### config.mk
export PLATFORM = sky130hd
export DESIGN_NAME = pgmap_top
export DESIGN_NICKNAME = d
export VERILOG_FILES = /design/src/rtl/mm_pkg.sv /design/src/rtl/mm_cru_ctrl.sv /design/src/rtl/mm_regfile.sv /design/src/rtl/mm_xlate.sv /design/src/rtl/pgmap_top.sv
export SDC_FILE = /design/constraint.sdc
export NUM_CORES = 1
export LEC_CHECK = 0
export CAP_MARGIN = 20
export CORE_ASPECT_RATIO = 1.5
export CORE_MARGIN = 5
export CORE_UTILIZATION = 46
export CTS_BUF_LIST = sky130_fd_sc_hd__clkbuf_2
export CTS_CLUSTER_DIAMETER = 120
export DETAILED_ROUTE_END_ITERATION = 6
export GPL_ROUTABILITY_DRIVEN = 0
export HOLD_SLACK_MARGIN = 0.1
export PLACE_DENSITY = 0.71
export SLEW_MARGIN = 20
export SYNTH_ARGS = -nofsm -noshare
export SYNTH_HDL_FRONTEND = slang
export SYNTH_SLANG_ARGS = --single-unit
### constraint.sdc
create_clock -name clk -period 3.08 [get_ports clk]
set_input_delay 0.77 -clock clk [delete_from_list [all_inputs] [get_ports clk]]
set_output_delay 0.77 -clock clk [all_outputs]
set_load 0.05 [all_outputs]
### src/rtl/mm_pkg.sv
package mm_pkg;

    localparam int CPU_AW    = 16;
    localparam int SLOT_BITS = 4;
    localparam int NSLOT     = 1 << SLOT_BITS;
    localparam int OFFS_W    = CPU_AW - SLOT_BITS;

    // Base of the register window and the number of address bits it spans
    localparam logic [CPU_AW-1:0] WIN_BASE = 16'h4000;
    localparam int WIN_LSB = SLOT_BITS + 1;

    typedef enum logic [1:0] {
        MM_IDLE      = 2'd0,
        MM_SETUP     = 2'd1,
        MM_MAPPED    = 2'd2,
        MM_MAP_SETUP = 2'd3
    } mm_state_e;

    // Expansion RAM slots that translation may touch
    function automatic logic slot_is_ext(input logic [SLOT_BITS-1:0] s);
        return (s == 4'h2) || (s == 4'h3) || (s >= 4'hA);
    endfunction

endpackage

### src/rtl/mm_cru_ctrl.sv
module mm_cru_ctrl
    import mm_pkg::*;
#(
    parameter logic [15:0] CRU_BASE = 16'h1E00
) (
    input  logic        clk,
    input  logic        rst_n,
    input  logic        cru_wr,
    input  logic [15:0] cru_addr,
    input  logic        cru_wbit,
    output logic        regs_vis,
    output logic        map_on,
    output logic        cru_rbit
);

    localparam logic [15:0] ADDR_VIS = CRU_BASE;
    localparam logic [15:0] ADDR_MAP = CRU_BASE + 16'd2;

    mm_state_e state_q, state_d;

    logic wr_vis, wr_map;

    assign wr_vis = cru_wr && (cru_addr == ADDR_VIS);
    assign wr_map = cru_wr && (cru_addr == ADDR_MAP);

    // State register
    always_ff @(posedge clk) begin
        if (!rst_n) begin
            state_q <= MM_IDLE;
        end else begin
            state_q <= state_d;
        end
    end

    // Next state: EN_ON / EN_OFF / MAP_ON / MAP_OFF transitions
    always_comb begin
        state_d = state_q;
        unique case (state_q)
            MM_IDLE: begin
                if (wr_vis && cru_wbit) begin
                    state_d = MM_SETUP;
                end else if (wr_map && cru_wbit) begin
                    state_d = MM_MAPPED;
                end
            end
            MM_SETUP: begin
                if (wr_vis && !cru_wbit) begin
                    state_d = MM_IDLE;
                end else if (wr_map && cru_wbit) begin
                    state_d = MM_MAP_SETUP;
                end
            end
            MM_MAPPED: begin
                if (wr_vis && cru_wbit) begin
                    state_d = MM_MAP_SETUP;
                end else if (wr_map && !cru_wbit) begin
                    state_d = MM_IDLE;
                end
            end
            MM_MAP_SETUP: begin
                if (wr_vis && !cru_wbit) begin
                    state_d = MM_MAPPED;
                end else if (wr_map && !cru_wbit) begin
                    state_d = MM_SETUP;
                end
            end
            default: state_d = MM_IDLE;
        endcase
    end

    // Outputs decoded from the state
    always_comb begin
        regs_vis = 1'b0;
        map_on   = 1'b0;
        unique case (state_q)
            MM_IDLE:      begin regs_vis = 1'b0; map_on = 1'b0; end
            MM_SETUP:     begin regs_vis = 1'b1; map_on = 1'b0; end
            MM_MAPPED:    begin regs_vis = 1'b0; map_on = 1'b1; end
            MM_MAP_SETUP: begin regs_vis = 1'b1; map_on = 1'b1; end
            default:      begin regs_vis = 1'b0; map_on = 1'b0; end
        endcase
    end

    always_comb begin
        if (cru_addr == ADDR_VIS) begin
            cru_rbit = regs_vis;
        end else if (cru_addr == ADDR_MAP) begin
            cru_rbit = map_on;
        end else begin
            cru_rbit = 1'b0;
        end
    end

    // a visibility write shows up in the decoded output one cycle later
    p_vis_follows_r2: assert property (@(posedge clk) disable iff (!rst_n)
        (cru_wr && cru_addr == ADDR_VIS) |=> (regs_vis == $past(cru_wbit)));

    // a CRU write elsewhere leaves both control bits alone
    p_foreign_cru_r8: assert property (@(posedge clk) disable iff (!rst_n)
        (cru_wr && cru_addr != ADDR_VIS && cru_addr != ADDR_MAP)
            |=> ($stable(regs_vis) && $stable(map_on)));

    // the mapping bit only moves when its own CRU location is written
    p_map_change_cause_r9: assert property (@(posedge clk) disable iff (!rst_n)
        !(cru_wr && cru_addr == ADDR_MAP) |=> $stable(map_on));

endmodule

### src/rtl/mm_regfile.sv
module mm_regfile
    import mm_pkg::*;
#(
    parameter int PAGE_W = 12
) (
    input  logic                             clk,
    input  logic                             rst_n,
    input  logic                             wr_en,
    input  logic [SLOT_BITS-1:0]             wr_idx,
    input  logic [15:0]                      wr_word,
    input  logic [SLOT_BITS-1:0]             rd_idx,
    output logic [15:0]                      rd_word,
    output logic [NSLOT-1:0][PAGE_W-1:0]     pages
);

    localparam int PAGE_FULL = 16;

    logic [PAGE_FULL-1:0] wr_page_full;
    logic [PAGE_W-1:0]    wr_page;
    logic [PAGE_FULL-1:0] rd_page_full;

    // High byte carries page bits 7:0, low byte carries bits 15:8
    assign wr_page_full = {wr_word[7:0], wr_word[15:8]};
    assign wr_page      = wr_page_full[PAGE_W-1:0];

    for (genvar g = 0; g < NSLOT; g++) begin : g_slot
        localparam logic [PAGE_W-1:0] HOME = PAGE_W'(g);
        always_ff @(posedge clk) begin
            if (!rst_n) begin
                pages[g] <= HOME;
            end else if (wr_en && (wr_idx == SLOT_BITS'(g))) begin
                pages[g] <= wr_page;
            end
        end
    end

    assign rd_page_full = PAGE_FULL'(pages[rd_idx]);
    assign rd_word      = {rd_page_full[7:0], rd_page_full[15:8]};

    // the addressed register holds the written page on the next cycle
    p_write_lands_r3: assert property (@(posedge clk) disable iff (!rst_n)
        wr_en |=> (pages[$past(wr_idx)] == $past(wr_page)));

endmodule

### src/rtl/mm_xlate.sv
module mm_xlate
    import mm_pkg::*;
#(
    parameter int PAGE_W = 12
) (
    input  logic                          clk,
    input  logic                          rst_n,
    input  logic [CPU_AW-1:0]             cpu_addr,
    input  logic                          map_on,
    input  logic [NSLOT-1:0][PAGE_W-1:0]  pages,
    output logic [PAGE_W+OFFS_W-1:0]      phys_addr,
    output logic                          mapped
);

    localparam int PA_W = PAGE_W + OFFS_W;

    logic [NSLOT-1:0]     ext_mask;
    logic [SLOT_BITS-1:0] slot;
    logic [OFFS_W-1:0]    offs;

    for (genvar g = 0; g < NSLOT; g++) begin : g_mask
        assign ext_mask[g] = slot_is_ext(SLOT_BITS'(g));
    end

    assign slot = cpu_addr[CPU_AW-1:OFFS_W];
    assign offs = cpu_addr[OFFS_W-1:0];

    always_comb begin
        if (map_on && ext_mask[slot]) begin
            mapped    = 1'b1;
            phys_addr = {pages[slot], offs};
        end else begin
            mapped    = 1'b0;
            phys_addr = PA_W'(cpu_addr);
        end
    end

    // translation off means no slot is ever flagged as translated
    p_off_passes_r5: assert property (@(posedge clk) disable iff (!rst_n)
        !map_on |-> !mapped);

    // the register window area and the other fixed slots keep their address
    p_fixed_slots_r7: assert property (@(posedge clk) disable iff (!rst_n)
        (cpu_addr[15:13] == 3'b010 || cpu_addr[15:13] == 3'b000 ||
         cpu_addr[15:13] == 3'b011 || cpu_addr[15:13] == 3'b100)
            |-> (phys_addr[CPU_AW-1:0] == cpu_addr && !mapped));

endmodule

### src/rtl/pgmap_top.sv
module pgmap_top
    import mm_pkg::*;
#(
    parameter int          PAGE_W   = 12,
    parameter logic [15:0] CRU_BASE = 16'h1E00
) (
    input  logic                     clk,
    input  logic                     rst_n,
    input  logic                     cru_wr,
    input  logic [15:0]              cru_addr,
    input  logic                     cru_wbit,
    output logic                     cru_rbit,
    input  logic [15:0]              cpu_addr,
    input  logic                     cpu_we,
    input  logic [15:0]              cpu_wdata,
    output logic                     reg_hit,
    output logic [15:0]              reg_rdata,
    output logic [PAGE_W+11:0]       phys_addr,
    output logic                     mapped
);

    logic                            regs_vis;
    logic                            map_on;
    logic                            in_window;
    logic [SLOT_BITS-1:0]            reg_idx;
    logic [15:0]                     rd_word;
    logic [NSLOT-1:0][PAGE_W-1:0]    pages;

    assign in_window = (cpu_addr[CPU_AW-1:WIN_LSB] == WIN_BASE[CPU_AW-1:WIN_LSB]);
    assign reg_idx   = cpu_addr[WIN_LSB-1:1];
    assign reg_hit   = regs_vis && in_window;
    assign reg_rdata = reg_hit ? rd_word : 16'h0000;

    mm_cru_ctrl #(
        .CRU_BASE (CRU_BASE)
    ) u_ctrl (
        .clk      (clk),
        .rst_n    (rst_n),
        .cru_wr   (cru_wr),
        .cru_addr (cru_addr),
        .cru_wbit (cru_wbit),
        .regs_vis (regs_vis),
        .map_on   (map_on),
        .cru_rbit (cru_rbit)
    );

    mm_regfile #(
        .PAGE_W (PAGE_W)
    ) u_regs (
        .clk     (clk),
        .rst_n   (rst_n),
        .wr_en   (cpu_we && reg_hit),
        .wr_idx  (reg_idx),
        .wr_word (cpu_wdata),
        .rd_idx  (reg_idx),
        .rd_word (rd_word),
        .pages   (pages)
    );

    mm_xlate #(
        .PAGE_W (PAGE_W)
    ) u_xlate (
        .clk       (clk),
        .rst_n     (rst_n),
        .cpu_addr  (cpu_addr),
        .map_on    (map_on),
        .pages     (pages),
        .phys_addr (phys_addr),
        .mapped    (mapped)
    );

    // with the window hidden, CPU writes leave every page register alone
    p_hidden_write_r4: assert property (@(posedge clk) disable iff (!rst_n)
        (!regs_vis && cpu_we) |=> $stable(pages));

    // a register hit is never reported while the window is hidden
    p_hit_needs_vis_r2: assert property (@(posedge clk) disable iff (!rst_n)
        !cru_rbit_vis_q |-> !reg_hit);

    logic cru_rbit_vis_q;
    always_ff @(posedge clk) begin
        if (!rst_n) begin
            cru_rbit_vis_q <= 1'b0;
        end else if (cru_wr && cru_addr == CRU_BASE) begin
            cru_rbit_vis_q <= cru_wbit;
        end
    end

endmodule

======== After elaboration in Yosys (flattened, before gate mapping) ========
Memories as Yosys holds them, arrays and structs flattened.
Index checks and enable logic that the tools add are counted.
cells by class
  magnitude comparators ................... 2
  eq/ne operators ......................... 25
  multiplexer cells ....................... 21
  reduce and logical (&&, ||, !) cells .... 33
operator list
  operator                                                               count
  12-bit binary-select mux with 4-bit select                             2
  16-bit by 13-bit == test with 1-bit output (second input constant)     2
  4-bit == test (second input constant)                                  8
  1-bit logical AND                                                      25
  12-bit 2-to-1 mux                                                      2
  24-bit 2-to-1 mux                                                      1
  4-bit by 3-bit == test with 1-bit output (second input constant)       4
  16-bit 2-to-1 mux                                                      1
  2-bit 2-to-1 mux                                                       8
  3-bit by 1-bit != test with 1-bit output (second input constant)       4
  11-bit by 10-bit == test with 1-bit output (second input constant)     1
  4-bit by 5-bit < comparator with 1-bit output (second input constant)  2
  4-bit by 2-bit == test with 1-bit output (second input constant)       2
  2-bit case mux with 4 select lines                                     1
  2-bit OR reduction                                                     4
  2-bit == test (second input constant)                                  2
  4-bit by 1-bit == test with 1-bit output (second input constant)       1
  4-bit logical NOT                                                      1
  1-bit 2-to-1 mux                                                       4
  1-bit case mux with 2 select lines                                     2
  4-bit AND reduction                                                    1
  2-bit by 1-bit == test with 1-bit output (second input constant)       1
  2-bit logical NOT                                                      1
  1-bit logical NOT                                                      1
word-level totals
  input port bits ......................... 53
  logic and storage cells ................. 99
  register bits after elaboration ......... 194
  ROM bits ................................ 16
  memories kept ........................... 1
memory list
  memory           depth  width  rd ports  clocked after Yosys merged registers in  write ports  line            source
  (no name shown)  16     1      1         0                                        0            mm_xlate.sv:29  if (map_on && ext_mask[slot]) begin

======== Logic depth before layout (Yosys ltp) ========
Gate-level depths: netlist (run 1).
  depth in word-level cells ............... 6
  mapped depth ............................ 8
  depth with buffers taken out ............ 4

======== Hierarchy ========
From an unflattened synthesis (run 1), not the netlist that was laid out.
unflattened totals
  cell total of the unflattened synthesis .. 1215
  area, all modules ....................... 11000.6 µm²
by module, submodules not included
  module       seq. area each (µm²)  area each (µm²)  cells each  instances
  mm_regfile   3843.7                9288.9           1016        1
  mm_xlate     0.0                   1077.3           130         1
  pgmap_top    0.0                   432.9            47          1
  mm_cru_ctrl  40.0                  201.4            22          1

======== Worst setup path before layout (run 1) ========
OpenSTA, ideal clock, no wires.
  path kind ............................... input to output
  start point ............................. input port cpu_addr[2]
  end point ............................... output port reg_rdata[12]
  setup slack ............................. -1132 ps
  required time ........................... 2310 ps
  data arrival time ....................... 3442 ps
  stages on the path ...................... 6
  path through ............................ clkbuf_1 clkbuf_1 buf_2 mux4_2 nor2_1 nor4_1
between the ends
  cells in the longest elaborated chain, start to end .. 3
RTL lines
  what                                        line              source
  from (decl)                                 pgmap_top.sv:13   input logic [15:0] cpu_addr,
  12-bit binary-select mux with 4-bit select  mm_regfile.sv:37  assign rd_page_full = PAGE_FULL'(pages[rd_idx]);
  12-bit 2-to-1 mux (not written as such)     mm_regfile.sv:37
  16-bit 2-to-1 mux                           pgmap_top.sv:32   assign reg_rdata = reg_hit ? rd_word : 16'h0000;
  to (decl)                                   pgmap_top.sv:17   output logic [15:0] reg_rdata,
Every way passes these cells. The select of a mux whose other input is x is not followed.

======== Worst setup path after layout (run 1) ========
  start point ............................. input port cpu_addr[9]
  end point ............................... output port reg_rdata[8]
between the ends
  cells in the longest elaborated chain, start to end .. 3
RTL lines
  what                                        line             source
  11-bit by 10-bit == test with 1-bit output  pgmap_top.sv:29  assign in_window = (cpu_addr[CPU_AW-1:WIN_LSB] == WIN_BASE[CPU_AW-1:WIN_LSB]);
  1-bit logical AND                           pgmap_top.sv:31  assign reg_hit = regs_vis && in_window;
  16-bit 2-to-1 mux                           pgmap_top.sv:32
Every way passes these cells.

==> implementation parameters, run 1 <==
Parameter                              Value

Floorplanning
  Number of primary I/O pins ... 96
  Placeable core area ... 21150 µm²
  Overall die height ... 189.7 µm
  Overall die area ... roughly 25000 µm²
  Die width ... 129.8 µm
  Number of placement rows ... between 60 and 70
  Starting Density ... a little under half

Pwr
  Power density over cell area ... 346.4 nW/µm²
  P_leak ... between 0.004 and 0.005 µW
  Worst IR Drop VDD ... 193.6 µV

Synth
  Portion of the post-synthesis area used by sequential elements ... 39.20%
  #FFs+latches synth ... between 150 and 200
  Number of library cell types mapped by synthesis ... between 50 and 60
  FFs w/ async S/R, synth ... 0%
  Count of mapped cells out of synthesis ... just over 1000
  Number of synthesized flops with an enable pin ... 0
  Syn_area_per_cell ... roughly 9.8 µm²
  Cell type with the largest total area after synthesis ... dfxtp_1
  Post-synthesis cell area ... slightly below 10000 µm²
  Synthesis Warnings ... 0
  Synth top area cells ... dfxtp_1 39%, mux2i_1 20%, mux4_2 8.6%
  Top_reg_cell synth ... dfxtp_1
  Area share of the largest cell type after synthesis ... roughly two fifths

Critical path
  Crit start category ... input pin
  Cell breakdown of the critical path ... clkdlybuf4s50_1 -> nor4_4 -> nand3_2 -> buf_12 -> nor4_4 -> buf_12
  Endpoint kind of the worst setup timing path ... output port
  Critical path peak fanout ... 12
  Data arrival time of the critical path ... between 2 and 2.5 ns
  Crit-path slowest cell ... clkdlybuf4s50_1
  Largest stage delay on the critical path ... between 0.4 and 0.5 ns
  Critical Setup Path Class ... input pin to output port
  Cell family with most CP delay ... buffers and inverters
  Crit path required time ... 2.31 ns
  Number of buffers and inverters on the critical path ... 3

Timing
  Highest achievable clock rate ... around 0.31 GHz
  Final-report hold violation count ... 0
  Max transition margin ... 54.68%
  Min Hold Slack ... slightly below 0.4 ns
  Final Max Slew Viols ... 0
  Worst Max-Slew Pin Slew ... about 0.68 ns
  Setup TNS after final layout ... -0.4107 ns
  Post-route minimum period ... between 3 and 4 ns
  Count of endpoints failing setup in the final report ... 7
  Fin worst setup slack ... -0.1006 ns
  RSZ-0062 raised after global routing ... true
  Worst clock skew ... 0.03251 ns
  Period utilisation layout ... 103.3%

CTS
  Worst-skew pair later-pin latency ... 0.79 ns
  Root buffer selected by CTS ... clkbuf_2
  Clk sinks ... slightly below 200
  Largest buffer count on any clock path ... 2
  Clock transition at the registers of the reported paths ... about 0.27 ns
  TritonCTS clock tree ... built
  H-Tree Level Count ... 4
  Number of clock buffers inserted by TritonCTS ... 17

Final layout
  Leading cell types in the layout, fill and taps excluded ... 198 x mux2i_1, 183 x nand2_1, 179 x dfxtp_1, 104 x buf_4, 45 x buf_12
  Layout-stage area growth over the synthesis result ... 27.47%
  Most frequent standard cell in the layout excluding fill and tap cells ... mux2i_1
  Total Nets Final ... about 1200
  Fraction of layout instances using a drive strength above 1 ... 30.33%
  Design Area, Final ... between 10000 and 15000 µm²

Global routing
  Global-route wire length before repair ... between 40000 and 50000 µm
  Largest net degree at the start of global routing ... 81
  Remaining global-route overflow ... 0
  Fraction of met3 tracks used by global routing ... 3.848%
  Global routing usage on met1 ... 28.40%
  Busiest grt layer ... met2
  Via count of the first global-routing pass ... between 8000 and 9000
  Number of antenna violations at the first check in global routing ... 1
  All-layer global routing usage ... between 20% and 30%
  Met2 layer usage reported by global route ... approximately two fifths

Routing
  Number of design-rule violations left by the first detailed-router iteration ... around 610
  Routed wirelength normalized by instance count ... ~20 µm
  Final wirelength ... about 29000 µm
  Antenna Nets Post-Route ... 0
  Ratio of routed vias to standard cells ... 5.799
  Via total after detailed routing ... ~8200
  Drt first pass iters ... 5
  DR DRC count ... 0

Placement
  Placed cell areas ... 12110 µm²
  Minimum setup slack after placement ... -0.2797 ns
  Detailed Place HPWL ... around 21000 µm
  Number of port buffers ... 85

Min path
  Path type of the worst min-delay path ... input pin to register

Run
  Number of maximum-capacitance violations ... 0

Status
  Result of the run ... finished with violations
  Failing checks ... negative setup slack
[what timing repair did]
item	CTS	global route
endpoints found under the setup margin	26	15
buffers inserted	9	6
pin swaps	22	15
cloned	2	0
gates resized for setup	46	24
hold buffers	0	0
[stage by stage]
stage	cells	util, %	total power [µW]
5_1_grt	1413	59.72	4532
4_1_cts	1408	59.31	4394
3_5_place_dp	1368	57.29	3103
2_1_floorplan	1010	-	2875
3_3_place_gp	1368	57.29	3099
6_report	1413	59.72	4375
[registers in the layout (all words and copies together) (netlist names)]
register	cells
u_ctrl.state_q	2
u_regs.pages	192
[power by group]
group / leakage [µW] / switching (µW) / internal [µW] / total [µW]
Combinational: 0.00326 / 328 / 228 / 557
Clock: 0.000141 / 857 / 444 / 1300
Sequential: 0.00157 / 0.000558 / 2520 / 2520
[final timing paths]
| check | start | to | slack [ns] | cells after the start |
|---|---|---|---|---|
| worst max-delay path | cpu_addr[9] | reg_rdata[8] | -0.10 | 6 |
| worst min-delay path | rst_n | u_regs.pages[62]$_SDFFE_PN1P_ | 0.39 | 2 |
| worst max register to register | u_ctrl.state_q[0]$_SDFFE_PN0P_ | u_regs.pages[113]$_SDFFE_PN0P_ | 1.01 | 6 |
| worst min register to register | u_regs.pages[54]$_SDFFE_PN0P_ | u_regs.pages[54]$_SDFFE_PN0P_ | 0.47 | 2 |
[kinds of logic after synthesis]
| kind of cell | count (synthesis) | share of synthesized area (%) |
|---|---|---|
| other cells | 1 | 0.03785 |
| buf+inv | 102 | 5.292 |
| flops | 194 | 39.20 |
| simple gates | 335 | 16.56 |
| mux | 274 | 32.96 |
| compound gates | 101 | 5.949 |
[worst reg2reg max path: stages, from the launching register on]
cell and delay [ns]:
dfxtp_4 0.43, nor4bb_4 0.22, buf_4 0.16, buf_4 0.11, and4_1 0.47, nand2_2 0.36, mux2i_1 0.21
[routing by layer]
metal	part of all wire, %	vias up
met3	4.9	83
li1	-	3820
met2	51	279
met4	5.0	0
met1	39	4012
met5	0	-
[synthesized netlist by cell type (2+ instances only)]
| master | count |
|---|---|
| buf_4 | 19 |
| mux2i_1 | 198 |
| nor2_1 | 30 |
| a22oi_1 | 4 |
| clkbuf_1 | 59 |
| nor2_2 | 4 |
| or4_1 | 3 |
| o21ai_1 | 17 |
| or4_4 | 2 |
| a21oi_1 | 26 |
| nor3_1 | 24 |
| nand2_2 | 4 |
| dfxtp_1 | 194 |
| nor2_8 | 4 |
| or2_1 | 2 |
| a211oi_1 | 8 |
| buf_6 | 6 |
| nand2b_1 | 3 |
| o21ai_0 | 15 |
| nand4_1 | 3 |
| mux2_2 | 38 |
| mux4_2 | 38 |
| nor4_1 | 14 |
| buf_1 | 5 |
| buf_2 | 11 |
| nand2_1 | 184 |
| nor4bb_1 | 2 |
| nor2_4 | 3 |
| nand3_1 | 20 |
| nor2b_1 | 20 |
| o22ai_1 | 25 |
[cell type report]
| cell class | instances | area [µm²] |
|---|---|---|
| fillers | 1757 | 8517 |
| multi-input cells | 714 | 5914 |
| flip-flops and latches | 194 | 3908 |
| repair buffers | 205 | 2230 |
| well taps | 268 | 335.3 |
| clock inverters | 11 | 140.1 |
| clock buffers | 19 | 95.09 |
| inverters | 1 | 3.754 |
| diodes | 1 | 2.502 |
(Power assumes the default switching activity.)
==> inputs of run 2 (changes only) <==
--- a/config.mk
+++ b/config.mk
@@ -14,7 +14,7 @@
 export DETAILED_ROUTE_END_ITERATION = 6
 export GPL_ROUTABILITY_DRIVEN = 0
 export HOLD_SLACK_MARGIN = 0.1
-export PLACE_DENSITY = 0.71
+export PLACE_DENSITY = 0.75
 export SLEW_MARGIN = 20
 export SYNTH_ARGS = -nofsm -noshare
 export SYNTH_HDL_FRONTEND = slang
==> run 2 against run 1 <==
The run still ends with negative setup slack left. Highest routed layer unchanged. Critical endpoint unchanged. Global-route usage decreased by 0.28 points. Design area increased by 0.48%. Final cell count is 0.99% higher. Register-to-register slack better by 0.08 ns. Fmax is 0.90% higher. Combinational power shrank 1%. Clock skew fell by 0.0092 ns.
==> implementation parameters, run 2 (synthesized netlist as in run 1, its figures left out) <==
Parameter                              Value

Floorplanning
  Starting Density ... 46.85% (unchanged)
  Number of primary I/O pins ... 96 (unchanged)
  Die width ... 129.8 µm (unchanged)
  Number of placement rows ... 65 (unchanged)
  Overall die area ... 24630 µm² (unchanged)
  Overall die height ... 189.7 µm (unchanged)
  Placeable core area ... 21150 µm² (unchanged)

Critical path
  Crit start category ... input pin
  Crit path required time ... 2.31 ns (about the same)
  Critical Setup Path Class ... input pin to output port
  Number of buffers and inverters on the critical path ... 3 (unchanged)
  Largest stage delay on the critical path ... 0.46 ns (about the same)
  Crit-path slowest cell ... clkdlybuf4s50_1
  Endpoint kind of the worst setup timing path ... output port
  Data arrival time of the critical path ... 2.38 ns (-0.03 ns)
  Setup crit start ... cpu_addr[6]
  Critical path peak fanout ... 13 (+1)
  Launch point of the worst reg-to-reg path ... u_ctrl.state_q[0]$_SDFFE_PN0P_
  Cell breakdown of the critical path ... clkdlybuf4s50_1 -> nor4_4 -> nand3_2 -> buf_12 -> nor4_4 -> buf_12
  Cell family with most CP delay ... buffers and inverters

CTS
  Largest buffer count on any clock path ... 2 (unchanged)
  Clock transition at the registers of the reported paths ... 0.30 ns (+0.03 ns)
  Clk sinks ... 194 (unchanged)
  H-Tree Level Count ... 4 (unchanged)
  Worst-skew pair later-pin latency ... 0.76 ns (-0.03 ns)
  TritonCTS clock tree ... built
  Number of clock buffers inserted by TritonCTS ... 17 (unchanged)
  Root buffer selected by CTS ... clkbuf_2
  Count of hold buffers inserted by post-cts repair ... 0 (unchanged)

Routing
  Number of design-rule violations left by the first detailed-router iteration ... 713 (+17%)
  Drt first pass iters ... 6 (+1)
  Routed wirelength normalized by instance count ... 20.31 µm (-0.25%)
  Final wirelength ... 28990 µm (+0.74%)
  Via total after detailed routing ... 8421 (+2.8%)
  Antenna Nets Post-Route ... 0 (unchanged)
  DR DRC count ... 0 (unchanged)
  Ratio of routed vias to standard cells ... 5.901 (+1.8%)

Status
  Failing checks ... negative setup slack
  Result of the run ... finished with violations

Final layout
  Number of inserted filler cells in the final layout ... 1771 (+0.80%)
  Most frequent standard cell in the layout excluding fill and tap cells ... mux2i_1
  Total Nets Final ... 1198 (+1.0%)
  Largest regs ... u_regs.pages: 192 flops, u_ctrl.state_q: 2 flops
  Leading cell types in the layout, fill and taps excluded ... 197 x mux2i_1, 184 x dfxtp_1, 183 x nand2_1, 122 x buf_4, 44 x buf_12
  Biggest register ... u_regs.pages
  Post-route core utilization ... 60.01% (+0.28 points)
  Flip-flop count of the largest register after layout ... 192 (unchanged)
  Layout-stage area growth over the synthesis result ... 28.08%
  Fraction of layout instances using a drive strength above 1 ... 30.83% (+0.50 points)

Global routing
  Via count of the first global-routing pass ... 8456 (+2.8%)
  All-layer global routing usage ... 23.55% (-0.28 points)
  Largest net degree at the start of global routing ... 73 (-9.9%)
  Number of antenna violations at the first check in global routing ... 1 (unchanged)
  Global-route wire length before repair ... 45420 µm (+0.38%)
  Remaining global-route overflow ... 0 (unchanged)

Timing
  Highest achievable clock rate ... 0.3172 GHz (+0.90%)
  RSZ-0062 raised after global routing ... true
  Final Max Slew Viols ... 0 (unchanged)
  Setup TNS after final layout ... -0.3243 ns (+0.08640 ns)
  Fin worst setup slack ... -0.07239 ns (+0.02823 ns)
  Worst Max-Slew Pin Slew ... 0.6444 ns (-0.03377 ns)
  Final-report hold violation count ... 0 (unchanged)
  Period utilisation layout ... 102.4% (-0.92 points)
  Count of endpoints failing setup in the final report ... 10 (+3)
  Max transition margin ... 56.94% (+2.3 points)
  Post-route minimum period ... 3.152 ns (-0.02823 ns)
  Worst clock skew ... 0.02333 ns (-0.009177 ns)

Placement
  Detailed Place HPWL ... 20240 µm (-2.3%)
  Number of port buffers ... 85 (unchanged)

Pwr
  Sum of internal, switching and leakage power ... 4388 µW (+0.29%)
  P_leak ... 0.005006 µW (+0.83%)
  Power density over cell area ... 345.8 nW/µm² (-0.18%)
  Worst IR Drop VDD ... 231.8 µV (+20%)

Run
  Number of maximum-capacitance violations ... 0 (unchanged)

Min path
  Path type of the worst min-delay path ... input pin to register
  Min-Delay Startpoint ... rst_n
## run 2: changes by cell type in the layout (fill, tap and decap cells not counted), sizes merged, moves of 2 or more
cell | before | now
buf | 161 | 172
bufinv | 3 | 1
clkinv | 6 | 9
dlygate4sd2 | 14 | 16
inv | 1 | 5
## run 2: metal layers
| layer | global-route usage (%) | up-vias | wire, µm |
|---|---|---|---|
| met3 | 3.258 | 88 | 1460 |
| li1 | - | 3867 | - |
| met2 | 40.72 | 320 | 14940 |
| met5 | 0 | - | 0 |
| met1 | 28.25 | 4146 | 11230 |
| met4 | 11.76 | 0 | 1360 |
## run 2: worst reg2reg max path, cell delays in order, from the launching register on
cell and delay [ns]:
dfxtp_4 0.43, nor4bb_4 0.32, buf_4 0.17, nand4b_2 0.28, nor2_1 0.19, buf_4 0.30, mux2i_1 0.25
## run 2: layout make-up
cell class                 count  area, µm²  share of cell area (%)
timing repair buffer         217       2297                   18.10
clock inverter                15      177.7                   1.400
antenna                        1      2.502                 0.01972
inverter                       1      3.754                 0.02958
multi-input combinational    714       5886                   46.39
sequential                   194       3901                   30.75
tap                          268      335.3                   2.643
clock buffer                  17      85.08                  0.6705
## run 2: worst paths after layout
check / endpoint / slack [ns] / depth (start not counted)
hold reg to reg: u_regs.pages[81]$_SDFFE_PN0P_ / 0.47 / 2
setup / recovery: reg_rdata[8] / -0.07 / 6
hold / removal: u_regs.pages[111]$_SDFFE_PN1P_ / 0.35 / 2
setup reg to reg: u_regs.pages[152]$_SDFFE_PN0P_ / 1.09 / 6
## run 2: where the power goes
group	switching [µW]	internal (µW)	leakage (µW)	total (µW)
sequential	0.000603	2520	0.00157	2520
combinational	328	221	0.00329	549
clock	978	340	0.000153	1320
## run 2: metrics by stage
stage / hold slack [ns] / cells / instance area (µm²) / setup slack (ns)
after floorplan: 0.4315 / 1010 / 10260 / -0.02475
after global placement: 0.4391 / 1364 / 12080 / -0.2145
after detailed placement: 0.4470 / 1364 / 12080 / -0.2237
after CTS: 0.3132 / 1424 / 12620 / -0.09515
after global routing: 0.3227 / 1427 / 12690 / -0.1951
final: 0.3512 / 1427 / 12690 / -0.07239
## run 2: what timing repair did
| item | CTS | global route |
|---|---|---|
| buffers inserted | 28 | 0 |
| gates cloned | 0 | 2 |
| gates resized for setup | 45 | 8 |
| setup endpoints to repair | 25 | 25 |
| pin swaps | 26 | 3 |
==> inputs of run 3 (changes only) <==
--- a/config.mk
+++ b/config.mk
@@ -7,7 +7,7 @@
 export LEC_CHECK = 0
 export CAP_MARGIN = 20
 export CORE_ASPECT_RATIO = 1.5
-export CORE_MARGIN = 5
+export CORE_MARGIN = 2
 export CORE_UTILIZATION = 46
 export CTS_BUF_LIST = sky130_fd_sc_hd__clkbuf_2
 export CTS_CLUSTER_DIAMETER = 120
==> run 3 against run 2 <==
The flow still finishes with violations (negative setup slack). Critical endpoint is now reg_rdata[14]. Routed wire length hardly changed. First-iteration DRC count grew 2.5%. Sequential power is essentially flat. Global-route usage rose by 2.7 points. Total power rose by 0.56%.
==> implementation parameters, run 3 (synthesized netlist as in run 1, its figures left out) <==
Parameter                              Value

Status
  Result of the run ... finished with violations
  Failing checks ... negative setup slack

CTS
  Clk sinks ... 194 (unchanged)
  Count of hold buffers inserted by post-cts repair ... 0 (unchanged)
  Worst-skew pair later-pin latency ... 0.78 ns (+0.02 ns)
  Clock transition at the registers of the reported paths ... 0.29 ns (about the same)
  TritonCTS clock tree ... built
  Root buffer selected by CTS ... clkbuf_2
  Number of clock buffers inserted by TritonCTS ... 17 (unchanged)
  H-Tree Level Count ... 4 (unchanged)
  Largest buffer count on any clock path ... 2 (unchanged)

Critical path
  Cell family with most CP delay ... buffers and inverters
  Launch point of the worst reg-to-reg path ... u_ctrl.state_q[0]$_SDFFE_PN0P_
  Critical Setup Path Class ... input pin to output port
  Crit-path slowest cell ... clkdlybuf4s50_1
  Cell breakdown of the critical path ... clkdlybuf4s50_1 -> nor4_4 -> nand3_4 -> buf_12 -> nor4_4 -> buf_12
  Crit path required time ... 2.31 ns (about the same)
  Critical path peak fanout ... 7 (-6)
  Endpoint kind of the worst setup timing path ... output port
  Number of buffers and inverters on the critical path ... 3 (unchanged)
  Crit start category ... input pin
  Data arrival time of the critical path ... 2.38 ns (about the same)
  Largest stage delay on the critical path ... 0.46 ns (about the same)
  Setup crit start ... cpu_addr[7]

Global routing
  Busiest grt layer ... met2
  Remaining global-route overflow ... 0 (unchanged)
  Met2 layer usage reported by global route ... 45.43% (+4.7 points)
  Via count of the first global-routing pass ... 8526 (+0.83%)
  Global-route wire length before repair ... 45330 µm (-0.20%)
  All-layer global routing usage ... 26.28% (+2.7 points)
  Largest net degree at the start of global routing ... 60 (-18%)
  Fraction of met3 tracks used by global routing ... 4.063% (+0.80 points)
  Number of antenna violations at the first check in global routing ... 1 (unchanged)
  Global routing usage on met1 ... 30.21% (+2.0 points)

Pwr
  P_leak ... 0.004960 µW (-0.92%)
  Sum of internal, switching and leakage power ... 4412 µW (+0.56%)
  Worst IR Drop VDD ... 229.5 µV (-0.98%)
  Power density over cell area ... 349.5 nW/µm² (+1.1%)

Floorplanning
  Overall die height ... 183.7 µm (-3.2%)
  Starting Density ... 47.03% (+0.18 points)
  Placeable core area ... 21060 µm² (-0.38%)
  Number of placement rows ... 65 (unchanged)
  Overall die area ... 22750 µm² (-7.6%)
  Die width ... 123.8 µm (-4.6%)
  Number of primary I/O pins ... 96 (unchanged)

Timing
  Final Max Slew Viols ... 0 (unchanged)
  RSZ-0062 raised after global routing ... true
  Highest achievable clock rate ... 0.3174 GHz (about the same)
  Worst clock skew ... 0.02874 ns (+0.005413 ns)
  Worst Max-Slew Pin Slew ... 0.6697 ns (+0.02528 ns)
  Post-route minimum period ... 3.150 ns (-0.002192 ns)
  Count of endpoints failing setup in the final report ... 9 (-1)
  Final-report hold violation count ... 0 (unchanged)
  Max transition margin ... 55.25% (-1.7 points)
  Setup TNS after final layout ... -0.2591 ns (+0.06520 ns)
  Period utilisation layout ... 102.3% (about the same)
  Fin worst setup slack ... -0.07020 ns (+0.002192 ns)

Final layout
  Post-route core utilization ... 59.93% (-0.077 points)
  Flip-flop count of the largest register after layout ... 192 (unchanged)
  Largest regs ... u_regs.pages: 192 flops, u_ctrl.state_q: 2 flops
  Leading cell types in the layout, fill and taps excluded ... 198 x mux2i_1, 183 x nand2_1, 183 x dfxtp_1, 117 x buf_4, 46 x buf_12
  Layout-stage area growth over the synthesis result ... 27.42%
  Total Nets Final ... 1192 (-0.50%)
  Biggest register ... u_regs.pages
  Number of inserted filler cells in the final layout ... 1757 (-0.79%)
  Fraction of layout instances using a drive strength above 1 ... 30.03% (-0.79 points)
  Design Area, Final ... 12620 µm² (-0.51%)
  Most frequent standard cell in the layout excluding fill and tap cells ... mux2i_1

Routing
  Ratio of routed vias to standard cells ... 5.850 (-0.87%)
  Antenna Nets Post-Route ... 0 (unchanged)
  Routed wirelength normalized by instance count ... 20.38 µm (+0.33%)
  Number of design-rule violations left by the first detailed-router iteration ... 731 (+2.5%)
  Via total after detailed routing ... 8313 (-1.3%)
  Final wirelength ... 28960 µm (about the same)
  DR DRC count ... 0 (unchanged)
  Drt first pass iters ... 6 (unchanged)

Placement
  Placed cell areas ... 12210 µm² (+1.1%)
  Number of port buffers ... 85 (unchanged)
  Detailed Place HPWL ... 20870 µm (+3.1%)

Min path
  Path type of the worst min-delay path ... input pin to register
  Min-Delay Startpoint ... rst_n

Run
  Number of maximum-capacitance violations ... 0 (unchanged)
## run 3: metal layers
metal	vias to the layer above	part of all wire (%)
li1	3835	-
met1	4034	38
met2	346	51
met3	98	5.5
met4	0	5.8
met5	-	0
## run 3: metrics by stage
stage	setup WS (ns)	instances	hold WS [ns]
6_report	-0.07020	1421	0.3262
2_1_floorplan	-0.02475	1010	0.4315
4_1_cts	-0.1017	1419	0.2682
3_5_place_dp	-0.2173	1378	0.4455
3_3_place_gp	-0.1869	1378	0.4385
5_1_grt	-0.1877	1421	0.2435
## run 3: worst paths after layout
kind	slack, ns	depth (start not counted)	end
hold reg to reg	0.47	2	u_regs.pages[83]$_SDFFE_PN0P_
setup / recovery	-0.07	6	reg_rdata[14]
hold / removal	0.33	3	u_regs.pages[31]$_SDFFE_PN0P_
setup reg to reg	1.09	5	u_regs.pages[130]$_SDFFE_PN0P_
## run 3: final cells by class
type	instances	area (µm²)	share of cell area [%]
diodes	1	2.502	0.01982
repair buffers	211	2266	17.95
clock inverters	15	173.9	1.378
flip-flops and latches	194	3900	30.89
inverters	1	3.754	0.02974
clock buffers	17	85.08	0.6740
well taps	268	335.3	2.656
multi-input cells	714	5857	46.40
## run 3: worst min-delay path, stage by stage
cell and delay (ns):
buf_6 0.17, nand2_1 0.10, mux2i_1 0.05
## run 3: where the power goes
| group | internal (µW) | total (µW) | leakage [µW] | switching, µW |
|---|---|---|---|---|
| clock network | 400 | 1340 | 0.000151 | 945 |
| registers | 2520 | 2520 | 0.00157 | 0.000566 |
| logic | 221 | 547 | 0.00324 | 326 |
## run 3: repair_timing
| action | CTS | global route |
|---|---|---|
| setup buffers | 8 | 1 |
| cloned | 1 | 0 |
| resized for setup | 41 | 5 |
| setup endpoints to repair | 25 | 13 |
| pin swaps | 26 | 2 |
